===== src/rtl/ref_sched_pkg.sv =====
package ref_sched_pkg;
  function automatic int unsigned cdiv(input int unsigned num, input int unsigned den);
    return (num + den - 1) / den;
  endfunction
endpackage


===== src/rtl/ref_interval_tick.sv =====
module ref_interval_tick #(
  parameter int unsigned CYC = 975
) (
  input  logic clk_i,
  input  logic rst_ni,
  output logic tick_o
);
  localparam int unsigned W = (CYC > 1) ? $clog2(CYC) : 1;
  localparam logic [W-1:0] LAST = W'(CYC - 1);

  logic [W-1:0] cnt_q;

  always_ff @(posedge clk_i or negedge rst_ni) begin
    if (!rst_ni)           cnt_q <= '0;
    else if (cnt_q == LAST) cnt_q <= '0;
    else                   cnt_q <= cnt_q + 1'b1;
  end

  assign tick_o = (cnt_q == LAST);
endmodule


===== src/rtl/ref_debt_ctr.sv =====
module ref_debt_ctr #(
  parameter int unsigned MAX_DEBT = 8,
  parameter int unsigned DW       = 4
) (
  input  logic          clk_i,
  input  logic          rst_ni,
  input  logic          tick_i,
  input  logic          take_i,
  output logic [DW-1:0] debt_o,
  output logic          full_o,
  output logic          ovf_o
);
  localparam logic [DW-1:0] FULL = DW'(MAX_DEBT);

  logic [DW-1:0] debt_q;
  logic          ovf_q;

  assign full_o = (debt_q == FULL);

  always_ff @(posedge clk_i or negedge rst_ni) begin
    if (!rst_ni) begin
      debt_q <= '0;
      ovf_q  <= 1'b0;
    end else begin
      unique case ({tick_i, take_i})
        2'b10:   if (!full_o) debt_q <= debt_q + 1'b1;
        2'b01:   debt_q <= debt_q - 1'b1;
        default: debt_q <= debt_q;  // idle, or tick and take cancel
      endcase
      if (tick_i && !take_i && full_o) ovf_q <= 1'b1;
    end
  end

  assign debt_o = debt_q;
  assign ovf_o  = ovf_q;
endmodule


===== src/rtl/ref_holdoff.sv =====
module ref_holdoff #(
  parameter int unsigned CYC = 8
) (
  input  logic clk_i,
  input  logic rst_ni,
  input  logic load_i,
  output logic busy_o
);
  generate
    if (CYC > 1) begin : g_timer
      localparam int unsigned W = $clog2(CYC);
      logic [W-1:0] cnt_q;
      always_ff @(posedge clk_i or negedge rst_ni) begin
        if (!rst_ni)          cnt_q <= '0;
        else if (load_i)      cnt_q <= W'(CYC - 1);
        else if (cnt_q != '0) cnt_q <= cnt_q - 1'b1;
      end
      assign busy_o = (cnt_q != '0);
    end else begin : g_none
      assign busy_o = 1'b0;
    end
  endgenerate
endmodule


===== src/rtl/ref_sched.sv =====
module ref_sched
  import ref_sched_pkg::*;
#(
  parameter int unsigned CLK_PS   = 8000,
  parameter int unsigned TREFI_NS = 7800,
  parameter int unsigned TRFC_NS  = 60,
  parameter int unsigned MAX_DEBT = 8,
  localparam int unsigned DW        = $clog2(MAX_DEBT + 1),
  localparam int unsigned TREFI_CYC = cdiv(TREFI_NS * 1000, CLK_PS),
  localparam int unsigned TRFC_CYC  = cdiv(TRFC_NS * 1000, CLK_PS)
) (
  input  logic          clk_i,
  input  logic          rst_ni,
  input  logic          idle_i,
  input  logic          grant_i,
  input  logic          sr_exit_i,
  output logic          req_o,
  output logic          urgent_o,
  output logic          overflow_o,
  output logic [DW-1:0] debt_o
);
  logic tick, full, busy, take;

  ref_interval_tick #(.CYC(TREFI_CYC)) u_tick (
    .clk_i(clk_i), .rst_ni(rst_ni), .tick_o(tick)
  );

  ref_debt_ctr #(.MAX_DEBT(MAX_DEBT), .DW(DW)) u_debt (
    .clk_i(clk_i), .rst_ni(rst_ni), .tick_i(tick), .take_i(take),
    .debt_o(debt_o), .full_o(full), .ovf_o(overflow_o)
  );

  ref_holdoff #(.CYC(TRFC_CYC)) u_hold (
    .clk_i(clk_i), .rst_ni(rst_ni), .load_i(take | sr_exit_i), .busy_o(busy)
  );

  assign req_o    = !busy && (debt_o != '0) && (idle_i || full);
  assign urgent_o = req_o && full;
  assign take     = grant_i && req_o;
endmodule


===== config.mk =====
export PLATFORM = sky130hd
export DESIGN_NAME = ref_sched
export DESIGN_NICKNAME = d
export VERILOG_FILES = /design/src/rtl/ref_sched_pkg.sv /design/src/rtl/ref_interval_tick.sv /design/src/rtl/ref_debt_ctr.sv /design/src/rtl/ref_holdoff.sv /design/src/rtl/ref_sched.sv
export SDC_FILE = /design/constraint.sdc
export NUM_CORES = 1
export LEC_CHECK = 0
export BUFFER_PORTS_ARGS = -buffer_cell sky130_fd_sc_hd__buf_2
export CAP_MARGIN = 20
export CORE_MARGIN = 2
export CORE_UTILIZATION = 50
export CTS_CLUSTER_DIAMETER = 60
export DETAILED_ROUTE_END_ITERATION = 16
export PLACE_DENSITY = 0.7
export SYNTH_ARGS = -nofsm -noshare
export SYNTH_HDL_FRONTEND = slang
export SYNTH_SLANG_ARGS = --single-unit

===== constraint.sdc =====
create_clock -name clk_i -period 3.55 [get_ports clk_i]
set_input_delay 0.355 -clock clk_i [delete_from_list [all_inputs] [get_ports clk_i]]
set_output_delay 0.355 -clock clk_i [all_outputs]
set_load 0.02 [all_outputs]

* After elaboration in Yosys (flattened, before gate mapping)
Cells that the tools add are included.
Word-level totals: bits in registers 18, output and inout bits 7
Operators by class: equal/unequal tests 5, multiplexer cells 5, bitwise gates (word level) 1, add/subtract/negate cells 4, reductions and logical operators 14
Operator list (count):
- adder 10 x 1 -> 10 bit, second input constant | 1
- equality test 10 bit, second input constant | 1
- 2-to-1 mux 10 bit | 1
- one-hot mux 4 bit (2 select lines) | 1
- logical AND 1 bit | 6
- 2-to-1 mux 3 bit | 2
- adder 4 x 1 -> 4 bit, second input constant | 1
- equality test 4 bit, second input constant | 1
- 2-to-1 mux 4 bit | 1
- nonzero test 2 bit | 2
- nonzero test 4 bit | 1
- subtractor 4 x 1 -> 4 bit, second input constant | 1
- nonzero test 3 bit | 1
- subtractor 3 x 1 -> 3 bit, second input constant | 1
- equality test 2 x 1 -> 1 bit, second input constant | 1
- equality test 2 bit, second input constant | 1
- logical NOT 1 bit | 2
- inequality test 2 bit, second input constant | 1
- AND reduction 2 bit | 1
- logical OR 1 bit | 1
- OR 1 bit | 1

* Depth between registers and ports, before layout
depth in word-level cells 8, depth in mapped cells 10, depth with buffers taken out 10

* Hierarchy
Synthesis repeated with hierarchy kept, for this count alone.
Unflattened totals: cells, all modules 100, area, all modules 1029.7 µm²
Modules (own cells, without submodules):
- ref_interval_tick | times used 1, cells each 48, seq. area each 250.2 µm², area an instance 496.7 µm²
- ref_debt_ctr | times used 1, cells each 27, seq. area each 125.1 µm², area an instance 302.8 µm²
- ref_holdoff | times used 1, cells each 17, seq. area each 75.1 µm², area an instance 178.9 µm²
- ref_sched | times used 1, cells each 8, seq. area each 0.0 µm², area an instance 51.3 µm²

* Worst setup path before layout
No wires, ideal clock.
kind register -> register, start reg u_debt.debt_q[1], in the netlist u_debt.debt_o[1], end reg u_debt.debt_q[2], in the netlist u_debt.debt_o[2], clock period less this slack 2.687 ns, stages on the path, launching flop included 10, arrival time 2.564 ns, buffers on the path 1, path slack 0.863 ns, cell sequence dfrtp_1 -> buf_6 -> or4b_4 -> a21oi_4 -> o21ai_0 -> xnor2_1 -> ha_1 -> nand3_1 -> or4_2 -> o221a_1
On the way: word-level cells in the longest chain between the ends 7, elaborated cells between the ends (all ways) 15
Ends and longest elaborated chain:
- from (decl) | RTL line ref_debt_ctr.sv:15 | logic [DW-1:0] debt_q;
- from (signal assigned) | RTL line ref_debt_ctr.sv:26 | 2'b10: if (!full_o) debt_q <= debt_q + 1'b1;
- from (signal assigned) | RTL line ref_debt_ctr.sv:27 | 2'b01: debt_q <= debt_q - 1'b1;
- from (signal assigned) | RTL line ref_debt_ctr.sv:28 | default: debt_q <= debt_q;
- equality test 4 bit / nonzero test 4 bit (equally long branches) | RTL line ref_debt_ctr.sv:18, ref_sched.sv:37
- logical OR 1 bit / logical AND 1 bit (equally long branches) | RTL line ref_sched.sv:37 | assign req_o = !busy && (debt_o != '0) && (idle_i || full);
- logical AND 1 bit | RTL line ref_sched.sv:37
- logical AND 1 bit | RTL line ref_sched.sv:39 | assign take = grant_i && req_o;
- equality test 2 bit / equality test 2 x 1 -> 1 bit (equally long branches) | RTL line ref_debt_ctr.sv:25 | unique case ({tick_i, take_i})
- inequality test 2 bit (no source line) / nonzero test 2 bit (equally long branches)
- AND reduction 2 bit (no source line)
Parallel ways exist; a longest one is shown, timed or not. The select of a mux whose other input is x is not followed. A chain may end at the register's enable or synchronous reset.

* Worst setup path in the final report
Same ends and word-level chain as after synthesis.

==> impl_metrics.toml <==
[synthesis]
ys_seq_area_share_pct = 42.70
synth_seq_cells = 18
synth_top_family_by_area = "simple AND/OR/NAND/NOR gates"
synth-xor-area-share_pct = 6.643
postSynthCellCount = 104
synth_cell_type_count = 38
synth_compound_area_share_pct = 15.07
netlist_area_sq_um = 1055
yosys.area_share.adder_pct = 5.931
synth_ff_type = "dfrtp_1"
yosys.area_share.simple_pct = 23.84
yosysWarnings = 0
syn-num-nets = 114
synth.area.mux_share_pct = 2.017
synth_edf_count = 0
syn_area_per_cell_sq_um = 10.14
async_reset_ff_share_pct = 100.0

[detailed_routing]
ant_nets = 0
wl_per_cell_um = 13.49
via_per_inst = 5.514
drc = 0
drt_pass1_iterations = 4
wl_um = 1943
vias = 794
first_iter_violations = 14

[power]
p_comb_share_pct = 9.5
leakagePower_nw = 0.5497
p_total_uw = 382.6
p_int_uw = 288.3
p_sw_share_pct = 24.66
seq_power_share_pct = 56.7
peakVddDrop_mv = 0.2189
switchingPower_uw = 94.35
p_clk_share_pct = 33.8
power_density_nw_per_um2 = 327.4

[clocking]
clk_pin_slew_ns = 0.11
cts_tree = "done"
cts_max_level = 1
clock_path_buffers = 2
numCtsBuffers = 3
insertion_delay_ns = 0.30
cts.sinks = 18
clock-root-buffer = "clkbuf_4"

[worst_setup_path]
cp_slowest_cell = "or4b_4"
path_cells = "or4b_4 -> a21oi_4 -> o21ai_0 -> xnor2_1 -> ha_1 -> nand3_1 -> or4_2 -> o221a_1"
cp.arrival_ns = 2.94
crit_type = "reg -> reg"
cp_max_fo = 10
crit_family = "simple AND/OR/NAND/NOR gates"
path_buf_inv = 0
max_stage_delay_ns = 0.61
crit_required_ns = 3.75
cp-end-kind = "register"
start_kind = "register"

[timing]
finalClockSkew_ns = 0.005634
fmax_mhz = 364.1
hold_viol = 0
max_slew_margin_pct = 65.37
period_minus_slack_ns = 2.747
setup_violations = 0
final_max_slew_viol_count = 0
fin_crit_sh_pct = 77.37
rsz0062_at_grt = "false"
setup-tns-final_ns = 0
tightestPinTransition_ns = 0.5194
setup_slack_ns = 0.8032

[run_status]
outcome = "completed"

[placement]
post_dp_cell_area_sq_um = 1122
place.gp.congestion = 0.7637
pre_cts_ws_ns = 0.8169
io_buffers = 11
place_hpwl_um = 1402

[floorplan]
dieArea_sq_um = 2493
fp.dieW_um = 49.93
initial_core_util_pct = 53.22
coreArea_sq_um = 1982
dieHeight_um = 49.93
boundaryPins = 12
row_count = 16

[global_route]
grt_max_degree = 19
overflow = 0
grt_util_all_layers_pct = 17.75
antenna_found_initial = 0
grt_pass1_vias = 789
grt_pass1_wl_um = 3401

[finish]
n_antenna_cell = 0
syn_to_final_growth_pct = 10.79
final_nets = 128
layout-drive-gt1-share_pct = 19.66
fin_util_pct = 58.96
final_cell_area_sq_um = 1169

[flow_run]
max-cap-violations = 0

[min_path]
hold_path_class = "in -> reg"
-- registers in the layout, indices dropped and copies added (netlist names) --
signal / cells
u_debt.debt_o: 4
u_debt.ovf_o: 1
u_tick.cnt_q: 10
u_hold.g_timer.cnt_q: 3
-- path summary, 6_finish.rpt --
path / start / slack [ns] / to / depth (start not counted)
worst max-delay path: u_debt.debt_o[1]$_DFFE_PN0P_ / 0.80 / u_debt.debt_o[2]$_DFFE_PN0P_ / 8
worst min-delay path: sr_exit_i / 0.27 / u_hold.g_timer.cnt_q[2]$_DFFE_PN0P_ / 3
worst max register to register: u_debt.debt_o[1]$_DFFE_PN0P_ / 0.80 / u_debt.debt_o[2]$_DFFE_PN0P_ / 8
worst min register to register: u_debt.ovf_o$_DFFE_PN0P_ / 0.48 / u_debt.ovf_o$_DFFE_PN0P_ / 1
max in group asynchronous: rst_ni / 2.76 / u_tick.cnt_q[2]$_DFF_PN0_ / 2
min in group asynchronous: rst_ni / 0.50 / u_tick.cnt_q[5]$_DFF_PN0_ / 2
-- cells in the mapped netlist (2+ instances only) --
| library cell | number | share of area, % |
|---|---|---|
| inv_1 | 5 | 1.8 |
| or3_2 | 2 | 1.4 |
| ha_1 | 5 | 5.9 |
| nand4_1 | 3 | 1.8 |
| nor3_1 | 4 | 1.9 |
| a41o_1 | 2 | 1.9 |
| nand2_1 | 8 | 2.8 |
| and3_1 | 2 | 1.2 |
| a21o_1 | 2 | 1.4 |
| xnor2_1 | 5 | 4.2 |
| a22o_1 | 2 | 1.7 |
| o21ai_0 | 4 | 1.9 |
| a21oi_1 | 3 | 1.4 |
| buf_2 | 2 | 0.95 |
| nor2_1 | 11 | 3.9 |
| xor2_1 | 3 | 2.5 |
| nand3_1 | 3 | 1.4 |
| dfrtp_1 | 18 | 43 |
-- final cells by class --
cell class,instances,area (sq um)
Sequential cell,18,450.4
Clock buffer,4,36.28
Tap cell,27,33.78
Timing Repair Buffer,12,65.06
Fill cell,179,813.3
Inverter,5,18.77
Multi-Input combinational cell,78,564.3
-- metrics by stage --
step | hold WS [ns] | std cells
floorplan | 0.05941 | 104
finish | 0.2682 | 144
detailed placement | 0.3118 | 139
global route | 0.2910 | 144
global placement | 0.3089 | 139
CTS | 0.2718 | 144
-- cell families (layout without fill, tap and decap cells) --
family / Yosys count / after routing
mux: 2 / 2
flops: 18 / 18
buf+inv: 8 / 21
fa+ha+maj: 5 / 5
xor+xnor: 8 / 8
compound gates: 19 / 19
simple gates: 44 / 44
-- power by group through the flow --
stage / clock network, mW / logic, mW / registers (mW)
6_report: 0.129 / 0.0365 / 0.217
5_1_grt: 0.141 / 0.0414 / 0.218
4_1_cts: 0.131 / 0.0372 / 0.217
3_5_place_dp: 0 / 0.0360 / 0.221
3_3_place_gp: 0 / 0.0354 / 0.220
2_1_floorplan: 0 / 0.0213 / 0.222
-- tightest hold or removal path: cells and delay by family --
kind / cells / cell delay, ns
buffers and inverters: 1 / 0.08
and+or+nand+nor: 2 / 0.11
-- cell usage in the layout (no fill, tap or decap), drive strengths merged, types with 3 or more instances in the layout --
cell type and count:
inv 5, xor2 3, nand2 8, nor2 11, o21ai 4, ha 5, buf 11, nor3 4
xnor2 5, a21oi 4, nand3 3, nand4 3, dfrtp 18, and3 3, clkbuf 4
-- repair_timing --
item / in CTS / in global routing
resized for setup: 0 / 0
hold endpoints to repair: 18 / 0
hold buffers: 1 / 0
buffers inserted: 0 / 0
-- routing by layer --
| layer | up-vias | GRT usage, % | part of all wire (%) |
|---|---|---|---|
| li1 | 400 | - | - |
| met1 | 374 | 22.24 | 49 |
| met2 | 13 | 30.44 | 46 |
| met3 | 7 | 2.727 | 2.2 |
| met4 | 0 | 6.944 | 2.1 |
| met5 | - | 0 | 0 |
Note: power is estimated with default switching activity, not from simulation.
